<file path="src/rtl/pfd_pkg.sv">
package pfd_pkg;

    typedef enum logic [1:0] {
        LD_LOCK = 2'b00,
        LD_FB   = 2'b01,
        LD_REF  = 2'b10,
        LD_HIGH = 2'b11
    } ld_sel_e;

    typedef struct packed {
        logic    pol_inv;
        logic    icp_hi;
        logic    hiz;
        ld_sel_e ld_sel;
    } ctrl_t;

    typedef struct packed {
        logic up;
        logic dn;
        logic en;
    } pump_t;

    localparam int NUM_CLK_IN = 2;
    localparam int IDX_REF    = 0;
    localparam int IDX_FB     = 1;

    function automatic pump_t map_pump(input logic up_q, input logic dn_q,
                                       input ctrl_t c);
        pump_t p;
        p.en = ~c.hiz;
        if (c.hiz) begin
            p.up = 1'b0;
            p.dn = 1'b0;
        end else if (c.pol_inv) begin
            p.up = dn_q;
            p.dn = up_q;
        end else begin
            p.up = up_q;
            p.dn = dn_q;
        end
        return p;
    endfunction

endpackage

</file>
<file path="src/rtl/pfd_edge.sv">
module pfd_edge (
    input  logic clk,
    input  logic rst,
    input  logic sig_in,
    output logic rise
);
    logic sig_d;

    always_ff @(posedge clk) begin
        if (rst) sig_d <= 1'b1;
        else     sig_d <= sig_in;
    end

    assign rise = sig_in & ~sig_d;
endmodule

</file>
<file path="src/rtl/pfd_core.sv">
module pfd_core (
    input  logic clk,
    input  logic rst,
    input  logic ref_rise,
    input  logic fb_rise,
    output logic up_q,
    output logic dn_q
);
    logic both;
    assign both = up_q & dn_q;

    always_ff @(posedge clk) begin
        if (rst) begin
            up_q <= 1'b0;
            dn_q <= 1'b0;
        end else if (both) begin
            up_q <= ref_rise;
            dn_q <= fb_rise;
        end else begin
            up_q <= up_q | ref_rise;
            dn_q <= dn_q | fb_rise;
        end
    end

    // a lone up request holds until the feedback edge arrives
    p_up_holds_r2: assert property (@(posedge clk) disable iff (rst)
        (up_q && !dn_q && !fb_rise) |=> up_q);

    // a lone down request holds until the reference edge arrives
    p_dn_holds_r3: assert property (@(posedge clk) disable iff (rst)
        (dn_q && !up_q && !ref_rise) |=> dn_q);
endmodule

</file>
<file path="src/rtl/pfd_lockmon.sv">
module pfd_lockmon #(
    parameter int ERR_LIMIT = 1,
    parameter int LOCK_RUN  = 4
) (
    input  logic clk,
    input  logic rst,
    input  logic up_q,
    input  logic dn_q,
    output logic lock_q
);
    localparam int ERR_W  = $clog2(ERR_LIMIT + 1);
    localparam int RUN_W  = $clog2(LOCK_RUN + 1);

    logic [ERR_W-1:0] err_cnt;
    logic [RUN_W-1:0] good_cnt;
    logic             one_side;
    logic             pair_done;
    logic             bad;
    logic             good;

    assign one_side  = up_q ^ dn_q;
    assign pair_done = up_q & dn_q;
    assign bad       = one_side && ((int'(err_cnt) + 1) >= ERR_LIMIT);
    assign good      = pair_done && (int'(err_cnt) < ERR_LIMIT);

    always_ff @(posedge clk) begin
        if (rst) begin
            err_cnt <= '0;
        end else if (pair_done) begin
            err_cnt <= '0;
        end else if (one_side && (int'(err_cnt) < ERR_LIMIT)) begin
            err_cnt <= err_cnt + 1'b1;
        end
    end

    always_ff @(posedge clk) begin
        if (rst) begin
            good_cnt <= '0;
            lock_q   <= 1'b0;
        end else if (bad) begin
            good_cnt <= '0;
            lock_q   <= 1'b0;
        end else if (good) begin
            if (int'(good_cnt) >= LOCK_RUN - 1) begin
                lock_q   <= 1'b1;
                good_cnt <= RUN_W'(LOCK_RUN);
            end else begin
                good_cnt <= good_cnt + 1'b1;
            end
        end
    end

    // a misaligned cycle leaves the lock flag low afterwards
    p_bad_unlocks_r8: assert property (@(posedge clk) disable iff (rst)
        bad |=> !lock_q);

    // lock only rises right after a completed edge pair
    p_lock_after_pair_r7: assert property (@(posedge clk) disable iff (rst)
        $rose(lock_q) |-> $past(pair_done));

    p_run_bound_r7: assert property (@(posedge clk) disable iff (rst)
        int'(good_cnt) <= LOCK_RUN);
endmodule

</file>
<file path="src/rtl/pfd_lock_top.sv">
module pfd_lock_top #(
    parameter int ERR_LIMIT = 1,
    parameter int LOCK_RUN  = 4
) (
    input  logic       clk,
    input  logic       rst,
    input  logic       ref_in,
    input  logic       fb_in,
    input  logic       pol_inv,
    input  logic       icp_hi,
    input  logic       pump_hiz,
    input  logic [1:0] ld_sel,
    output logic       pump_up,
    output logic       pump_dn,
    output logic       pump_en,
    output logic       icp_hi_flag,
    output logic       ld_out
);
    import pfd_pkg::*;

    ctrl_t ctrl_q;
    pump_t pump;
    logic [NUM_CLK_IN-1:0] raw_in;
    logic [NUM_CLK_IN-1:0] rise;
    logic up_q, dn_q, lock_q;

    always_ff @(posedge clk) begin
        if (rst) begin
            ctrl_q <= '{pol_inv: 1'b0, icp_hi: 1'b0, hiz: 1'b0, ld_sel: LD_LOCK};
        end else begin
            ctrl_q.pol_inv <= pol_inv;
            ctrl_q.icp_hi  <= icp_hi;
            ctrl_q.hiz     <= pump_hiz;
            ctrl_q.ld_sel  <= ld_sel_e'(ld_sel);
        end
    end

    assign raw_in[IDX_REF] = ref_in;
    assign raw_in[IDX_FB]  = fb_in;

    for (genvar g = 0; g < NUM_CLK_IN; g++) begin : g_edge
        pfd_edge u_edge (
            .clk    (clk),
            .rst    (rst),
            .sig_in (raw_in[g]),
            .rise   (rise[g])
        );
    end

    pfd_core u_core (
        .clk      (clk),
        .rst      (rst),
        .ref_rise (rise[IDX_REF]),
        .fb_rise  (rise[IDX_FB]),
        .up_q     (up_q),
        .dn_q     (dn_q)
    );

    pfd_lockmon #(.ERR_LIMIT(ERR_LIMIT), .LOCK_RUN(LOCK_RUN)) u_lock (
        .clk    (clk),
        .rst    (rst),
        .up_q   (up_q),
        .dn_q   (dn_q),
        .lock_q (lock_q)
    );

    assign pump        = map_pump(up_q, dn_q, ctrl_q);
    assign pump_up     = pump.up;
    assign pump_dn     = pump.dn;
    assign pump_en     = pump.en;
    assign icp_hi_flag = ctrl_q.icp_hi;

    always_comb begin
        unique case (ctrl_q.ld_sel)
            LD_LOCK: ld_out = lock_q;
            LD_FB:   ld_out = fb_in;
            LD_REF:  ld_out = ref_in;
            default: ld_out = 1'b1;
        endcase
    end

    // parked pump stays silent even with a pending request
    p_hiz_quiet_r6: assert property (@(posedge clk) disable iff (rst)
        (ctrl_q.hiz && (up_q || dn_q)) |-> (!pump_up && !pump_dn && !pump_en));
endmodule

</file>
<file path="config.mk">
export PLATFORM = sky130hd
export DESIGN_NAME = pfd_lock_top
export DESIGN_NICKNAME = d
export VERILOG_FILES = /design/src/rtl/pfd_pkg.sv /design/src/rtl/pfd_edge.sv /design/src/rtl/pfd_core.sv /design/src/rtl/pfd_lockmon.sv /design/src/rtl/pfd_lock_top.sv
export SDC_FILE = /design/constraint.sdc
export NUM_CORES = 1
export LEC_CHECK = 0
export BUFFER_PORTS_ARGS = -buffer_cell sky130_fd_sc_hd__buf_2
export CORE_UTILIZATION = 43
export CTS_CLUSTER_SIZE = 12
export DETAILED_ROUTE_END_ITERATION = 8
export MAX_ROUTING_LAYER = met4
export PLACE_DENSITY = 0.69
export SLEW_MARGIN = 15
export SYNTH_ARGS = -nofsm -noshare
export SYNTH_HDL_FRONTEND = slang
export SYNTH_SLANG_ARGS = --single-unit
</file>
<file path="constraint.sdc">
create_clock -name clk -period 1.25 [get_ports clk]
set_clock_uncertainty 0.1 [all_clocks]
set_input_delay 0.375 -clock clk [delete_from_list [all_inputs] [get_ports clk]]
set_output_delay 0.375 -clock clk [all_outputs]
set_load 0.1 [all_outputs]
</file>
* Word-level counts from Yosys, hierarchy flattened *
Cells that the tools add are included.

storage, ports and cells
  logic and storage cells = 41
  flip-flop bits (word level) = 14
  output and inout port bits = 5
  bits of input ports = 9

operators by class
  multiplexer cells = 6
  reductions and logical operators = 7
  $lt $le $gt $ge = 3
  add/sub/neg operators = 3
  bitwise logic cells = 9
  eq/ne operators = 2

operators with widths
  cell                                                                     count
  32-bit by 2-bit >= comparator with 1-bit output (second input constant)  1
  2-bit 2-to-1 mux                                                         2
  2-bit OR reduction                                                       2
  3-bit by 1-bit adder with 3-bit output (second input constant)           1
  1-bit bitwise AND                                                        3
  3-bit by 2-bit >= comparator with 1-bit output (second input constant)   1
  1-bit logical AND                                                        3
  3-bit 2-to-1 mux                                                         1
  1-bit inverter                                                           3
  1-bit case mux with 3 select lines                                       1
  1-bit by 1-bit adder with 2-bit output (second input constant)           1
  2-bit by 1-bit equality test with 1-bit output (second input constant)   1
  2-bit equality test (second input constant)                              1
  2-bit logical NOT                                                        1
  1-bit 2-to-1 mux                                                         2
  1-bit OR                                                                 2
  2-bit AND reduction                                                      1
  1-bit adder (second input constant)                                      1
  1-bit < comparator (second input constant)                               1
  1-bit XOR                                                                1

* Logic depth before layout (Yosys ltp) *
Gate-level depths: netlist of run 1.

  word-level depth = 4
  gate-level depth with buffers = 5
  gate-level depth less buffers = 5

* Modules after synthesis *
A second synthesis of run 1 with hierarchy kept.

second synthesis, totals
  cell total of the unflattened synthesis = 57
  area total of the unflattened synthesis = 560.5 µm²

modules (own cells, without submodules)
  module        instances  area an instance (µm²)  cells each
  pfd_lockmon   1          239.0                   25
  pfd_lock_top  1          186.4                   18
  pfd_core      1          70.1                    8
  pfd_edge      2          32.5                    3

* Least setup slack after synthesis of run 1 *
OpenSTA, ideal clock, no wires.

  path kind = reg-to-output
  start point = register u_lock.lock_q
  end point = output ld_out
  arrival = 1.941 ns
  stages on the path, launching flop included = 4
  setup slack = -1.166 ns
  required time = 0.775 ns
  cell sequence = dfxtp_1 -> nor2b_1 -> a211oi_1 -> a21oi_1

on the way
  word-level cells in the longest chain between the ends = 1

ends and longest elaborated chain
  what                                RTL line            source
  start: declaration                  pfd_lockmon.sv:9    output logic lock_q
  start signal: assignment            pfd_lockmon.sv:39   lock_q <= 1'b0;
  start signal: assignment            pfd_lockmon.sv:42   lock_q <= 1'b0;
  start signal: assignment            pfd_lockmon.sv:45   lock_q <= 1'b1;
  1-bit case mux with 3 select lines  pfd_lock_top.sv:74  unique case (ctrl_q.ld_sel)
  end: declaration                    pfd_lock_top.sv:17  output logic ld_out

Every way passes these cells.

* Worst setup path in the final report of run 1 *
Ends and elaborated chain as after synthesis.

==> results.ini, run 1 <==
[run_status]
outcome = complete, but fails checks
violations_in_the_final_reports = negative setup slack

[sta]
timing.final.crit_period_ps = 1640
layout_worst_path_cycle_share = 1.31
timing_max_transition_violations_final = 0
worst_hold_slack_ps = 203
totalNegativeSetupSlack_ps = -1330
slew-limit-headroom = 0.849
final_critical_path_setup_slack_ps = -388
setup_viol = 6
timing.final.hold_violations = 0
fmax_mhz = 610
grt_setup_unrepaired = yes
tightestPinTransition_ps = 222

[clock_tree]
tritoncts.num_buffers = 3
worst_setup_hold_path_clk_slew_ps = 80
post_cts_buffers = 0
htree_levels = 1
clock-root-buffer = sky130_fd_sc_hd__clkbuf_4
tritoncts = built
cts.hold.buffers_added = 0
cts_max_path_bufs = 2
worstSkewPairLatency_ps = 270
clkSinkCount = 14

[power]
pwr-share-seq = 0.487
pwr_density_cell_nw_per_um2 = 1070
power.combinational.fraction = 0.198
vdd_drop_max_mv = 0.839
share_clk_of_total_power = 0.316
p_int_mw = 0.722
leakage_nw = 0.355
total_switching_power_mw = 0.275
netSwitchingFraction = 0.276

[worst_setup_path]
worstReg2RegStart = u_lock.good_cnt[0]$_SDFFE_PP0P_
path_max_fanout = 2
timing.critical_path.slowest_cell_delay_ps = 330
path_class = reg2out
cp.required_ps = 780
critical_path.endpoint_type = output pin
critical_path.reg2reg.endpoint = u_lock.lock_q$_SDFFE_PP0P_
critPathArrivalTime_ps = 1160
setup.reg_to_reg.worst_slack_ps = -40
worst_path_max_delay_cell = sky130_fd_sc_hd__dfxtp_2
setup.worst_path.start_class = flip-flop
crit_chain = nor2b_4 > a211oi_2 > a21oi_4 > buf_12
worstRegToRegCells = 5

[place]
preCtsSetupSlack_ps = -326
detailed_place_hpwl_microns = 847
gp_routability_congestion = 0.844
port_buffer_count = 13

[logic_synthesis]
netlist_top_cells_area = sky130_fd_sc_hd__dfxtp_1 49%, sky130_fd_sc_hd__ha_1 6.6%, sky130_fd_sc_hd__nor2b_1 6.6%
synthesis.nets = 70
ys_ff_latch = 14
yosys.cell_types.count = 19
synth-warning-count = 0
syn_area_sq_um = 569
average_cell_area_after_synthesis_sq_um = 9.82
yosys.area.top_type = sky130_fd_sc_hd__dfxtp_1
synth-seq-area-share = 0.492
netlist_instances = 58
post-synth-top-area-fraction = 0.492

[route]
drt_iter0_drc = 4
vias = 479
antenna_violating_nets_post_route = 0
postRouteWirelength_mm = 1.15
routed_via_density = 5.10
drc = 0
detail_routed_net_length_per_standard_cell_microns = 12.2
detailedRoute.firstPassIterationCount = 2

[floorplan]
num_io_pins = 14
number_of_core_rows = 12
width_of_the_die_microns = 38.4
dieArea_sq_um = 1470
initial_standard_cell_utilization_of_the_core = 0.486
die-height_microns = 38.4
core_area_sq_um = 1170

[global_routing]
global_route_usage_over_all_layers = 0.196
wire_length_of_the_first_global_routing_pass_mm = 1.79
grt_remaining_overflow = 0
grt_pass1_vias = 449
number_of_antenna_violations_at_the_first_check_in_global_routing = 0
grt_max_degree = 14

[worst_hold_path]
worst_hold_startpoint = ld_sel[0]
min_path_type = in2reg
worst_hold_path.endpoint = ctrl_q[0]$_SDFF_PP0_
hold-path-cell-count = 2

[layout]
layout.nets = 93
final.fill_count = 71
leading_cell_type_in_the_layout_fill_and_taps_excluded = sky130_fd_sc_hd__buf_2
areaGrowthSynthToFinish_pct = 63.5
finalCoreUtilization = 0.795
antenna-diode-count = 0
final_layout_size_suffix_gt1_frac = 0.625
most-common-layout-cells = 8 x sky130_fd_sc_hd__buf_2, 6 x sky130_fd_sc_hd__buf_4

[job]
timing.max_cap.violations = 0

## cells in the mapped netlist (all sizes together)
cell type / count
a211o: 1
a211oi: 1
a21boi: 1
a21oi: 6
buf: 1
dfxtp: 14
ha: 3
inv: 2
mux2i: 3
nand2: 1
nand2b: 5
nand4: 1
nor2: 6
nor2b: 7
nor3: 3
o21a: 1
or2: 2
## per-stage QoR
step           std cells  power [mW]  cell area, sq um
3_5_place_dp          90       0.676               808
2_1_floorplan         58       0.612               626
3_3_place_gp          90       0.672               808
4_1_cts               94        1.01               877
6_report              94       0.997               931
5_1_grt               94        1.04               931
## how the worst max path moves through the flow
stage	start	endpoint	slack, ps	cells after the start
finish	u_lock.lock_q$_SDFFE_PP0P_	ld_out	-390	4
floorplan	u_lock.lock_q$_SDFFE_PP0P_	ld_out	-240	3
CTS	u_lock.lock_q$_SDFFE_PP0P_	ld_out	-390	4
global placement	fb_in	ld_out	-320	4
global route	u_lock.lock_q$_SDFFE_PP0P_	ld_out	-420	4
detailed placement	fb_in	ld_out	-330	4
## state kept, by name, summed over array words and instances, names as in the netlist
name	flops
g_edge.u_edge.sig_d	2
icp_hi_flag	1
ctrl_q	4
u_lock.good_cnt	3
u_core.dn_q	1
u_core.up_q	1
u_lock.err_cnt	1
u_lock.lock_q	1
## power groups by stage
stage	logic, mW	registers, mW	clock network, mW
2_1_floorplan	0.108	0.504	0
3_3_place_gp	0.177	0.495	0
3_5_place_dp	0.179	0.496	0
4_1_cts	0.192	0.487	0.328
5_1_grt	0.207	0.489	0.344
6_report	0.197	0.485	0.315
## logic make-up after synthesis
| family | Yosys count | share of synthesized area |
|---|---|---|
| AOI/OAI and AO/OA | 10 | 0.108 |
| adders and majority gates | 3 | 0.0659 |
| buffers and inverters | 3 | 0.0220 |
| DFF | 14 | 0.492 |
| muxes | 3 | 0.0527 |
| and+or+nand+nor | 25 | 0.259 |
## critical path: cells and delay by family, from the launching register on
kind,cells,cell delay [ps]
DFF,1,330
AOI/OAI and AO/OA,2,270
buffers and inverters,1,170
and+or+nand+nor,1,120
## area by class of cell
class | count | area (sq um) | area share
multi-input combinational | 41 | 379 | 0.407
clock buffer | 4 | 36.3 | 0.0390
tap | 14 | 17.5 | 0.0188
inverter | 2 | 11.3 | 0.0121
sequential | 14 | 302 | 0.324
timing repair buffer | 19 | 185 | 0.199
## routing by layer
layer	track usage	routed length [microns]	vias to the layer above
met4	0.129	10	0
met5	-	0	-
li1	-	-	241
met2	0.352	626	10
met3	0.0523	27	2
met1	0.180	487	226
## repair_timing
| action | in CTS | in global routing |
|---|---|---|
| gates resized for setup | 11 | 10 |
| endpoints found under the setup margin | 8 | 9 |
| pin swaps | 0 | 1 |
Note: power is estimated with default switching activity, not from simulation.
==> run 2, diff against run 1 <==
Settings changed: RECOVER_POWER set to 50.
==> run 2 against run 1 <==
Maximum frequency barely moved. Clock-buffer cell count unchanged. The flow still finishes with violations (negative setup slack). Combinational power about the same. Sequential power hardly changed. Sequential share of layout area about the same. Worst setup slack is essentially flat. Non-clock buffer count unchanged. Design area fell by 0.13%. Clock power about the same.
==> results.ini, run 2 (synthesis gave the netlist of run 1 again) <==
[sta]
timing_max_transition_violations_final = 0
fmax_mhz = 610
layout_worst_path_cycle_share = 1.31
slew-limit-headroom = 0.639
worst_hold_slack_ps = 205
setup_viol = 6
grt_setup_unrepaired = yes
timing.final.hold_violations = 0
timing.final.crit_period_ps = 1640
final_critical_path_setup_slack_ps = -389
tightestPinTransition_ps = 541

[layout]
largest_register_ff_count = 4
area.sequential_sq_um = 302
antenna-diode-count = 0
final_cells = 94
leading_cell_type_in_the_layout_fill_and_taps_excluded = sky130_fd_sc_hd__buf_2
areaGrowthSynthToFinish_pct = 63.3
most-common-layout-cells = 7 x sky130_fd_sc_hd__buf_2, 6 x sky130_fd_sc_hd__buf_4
final_design_area_excluding_fillers_sq_um = 930
final.fill_count = 69
multi_input_comb_area_sq_um = 379
reg.largest.list = ctrl_q x4, u_lock.good_cnt x3, g_edge.u_edge.sig_d x2
layout.nets = 93
final_layout_size_suffix_gt1_frac = 0.613
largest-register = ctrl_q

[place]
place_inst = 90
detailed_place_hpwl_microns = 847
gp_routability_congestion = 0.844
dpl-instance-area_sq_um = 808
preCtsSetupSlack_ps = -326
port_buffer_count = 13

[route]
antenna_violating_nets_post_route = 0
drt_iter0_drc = 4
detail_routed_net_length_per_standard_cell_microns = 12.3
routed_via_density = 5.09
vias = 478
drc = 0
postRouteWirelength_mm = 1.16
detailedRoute.firstPassIterationCount = 2

[worst_setup_path]
critPathArrivalTime_ps = 1160
path_max_fanout = 2
setup.worst_path.start_class = flip-flop
timing.critical_path.slowest_cell_delay_ps = 330
crit_chain = nor2b_4 > a211oi_2 > a21oi_4 > buf_12
worst_path_max_delay_cell = sky130_fd_sc_hd__dfxtp_2
worstReg2RegStart = u_lock.good_cnt[0]$_SDFFE_PP0P_
critical_path.endpoint_type = output pin
cp.required_ps = 780
setup.reg_to_reg.worst_slack_ps = -60
path_class = reg2out
worst_setup_path_startpoint = u_lock.lock_q$_SDFFE_PP0P_

[clock_tree]
tritoncts.num_buffers = 3
clkSinkCount = 14
clock-root-buffer = sky130_fd_sc_hd__clkbuf_4
worst_setup_hold_path_clk_slew_ps = 80
cts_max_path_bufs = 2
worstSkewPairLatency_ps = 270
htree_levels = 1
tritoncts = built

[power]
pwr_density_cell_nw_per_um2 = 1070
leakage_nw = 0.352
vdd_drop_max_mv = 0.839

[run_status]
violations_in_the_final_reports = negative setup slack
outcome = complete, but fails checks

[floorplan]
die-height_microns = 38.4
dieArea_sq_um = 1470
initial_standard_cell_utilization_of_the_core = 0.486
width_of_the_die_microns = 38.4
number_of_core_rows = 12
core_area_sq_um = 1170
num_io_pins = 14

[global_routing]
grt_max_degree = 14
wire_length_of_the_first_global_routing_pass_mm = 1.79
number_of_antenna_violations_at_the_first_check_in_global_routing = 0
grt_pass1_vias = 449
grt_remaining_overflow = 0
global_route_usage_over_all_layers = 0.196

[worst_hold_path]
worst_hold_startpoint = ld_sel[0]
min_path_type = in2reg

[job]
timing.max_cap.violations = 0

## run 2: routing by layer
metal	GRT usage	vias to the layer above	routed length [microns]
met5	-	-	0
met4	0.129	0	10
met3	0.0523	2	28
met2	0.352	10	626
met1	0.180	225	490
li1	-	241	-
## run 2: worst max-delay path: cells and delay by family, from the launching register on
kind	cells	cell delay, ps
flops	1	330
simple gates	1	120
buf+inv	1	170
compound gates	2	270
## run 2: layout make-up
cell class | count | share of cell area
Multi-Input combinational cell | 41 | 0.408
Sequential cell | 14 | 0.324
Timing Repair Buffer | 19 | 0.198
Clock buffer | 4 | 0.0390
Tap cell | 14 | 0.0188
Inverter | 2 | 0.0121
## run 2: final timing paths
kind | depth (start not counted) | endpoint
max | 4 | ld_out
min | 2 | ctrl_q[0]$_SDFF_PP0_
max reg2reg | 5 | u_lock.lock_q$_SDFFE_PP0P_
min reg2reg | 2 | u_core.up_q$_SDFF_PP0_
## run 2: report_power, final
part	internal, mW	switching, mW	leakage (nW)
registers	0.462	0.0237	0.120
logic	0.0831	0.113	0.211
clock network	0.177	0.137	0.0210
## run 2: repair_timing
action,CTS,global route
setup endpoints to repair,8,9
setup buffers,0,0
hold buffers,0,0
pin swaps,0,1
endpoints found under the hold margin,0,0
resized for setup,11,10
## run 2: through the flow
step | TNS (ps) | utilization | power, mW
finish | -1350 | 0.794 | 0.996
global route | -1670 | 0.794 | 1.04
CTS | -1400 | 0.749 | 1.01
detailed placement | -562 | 0.690 | 0.676
global placement | -510 | 0.690 | 0.672
floorplan | -572 | - | 0.612
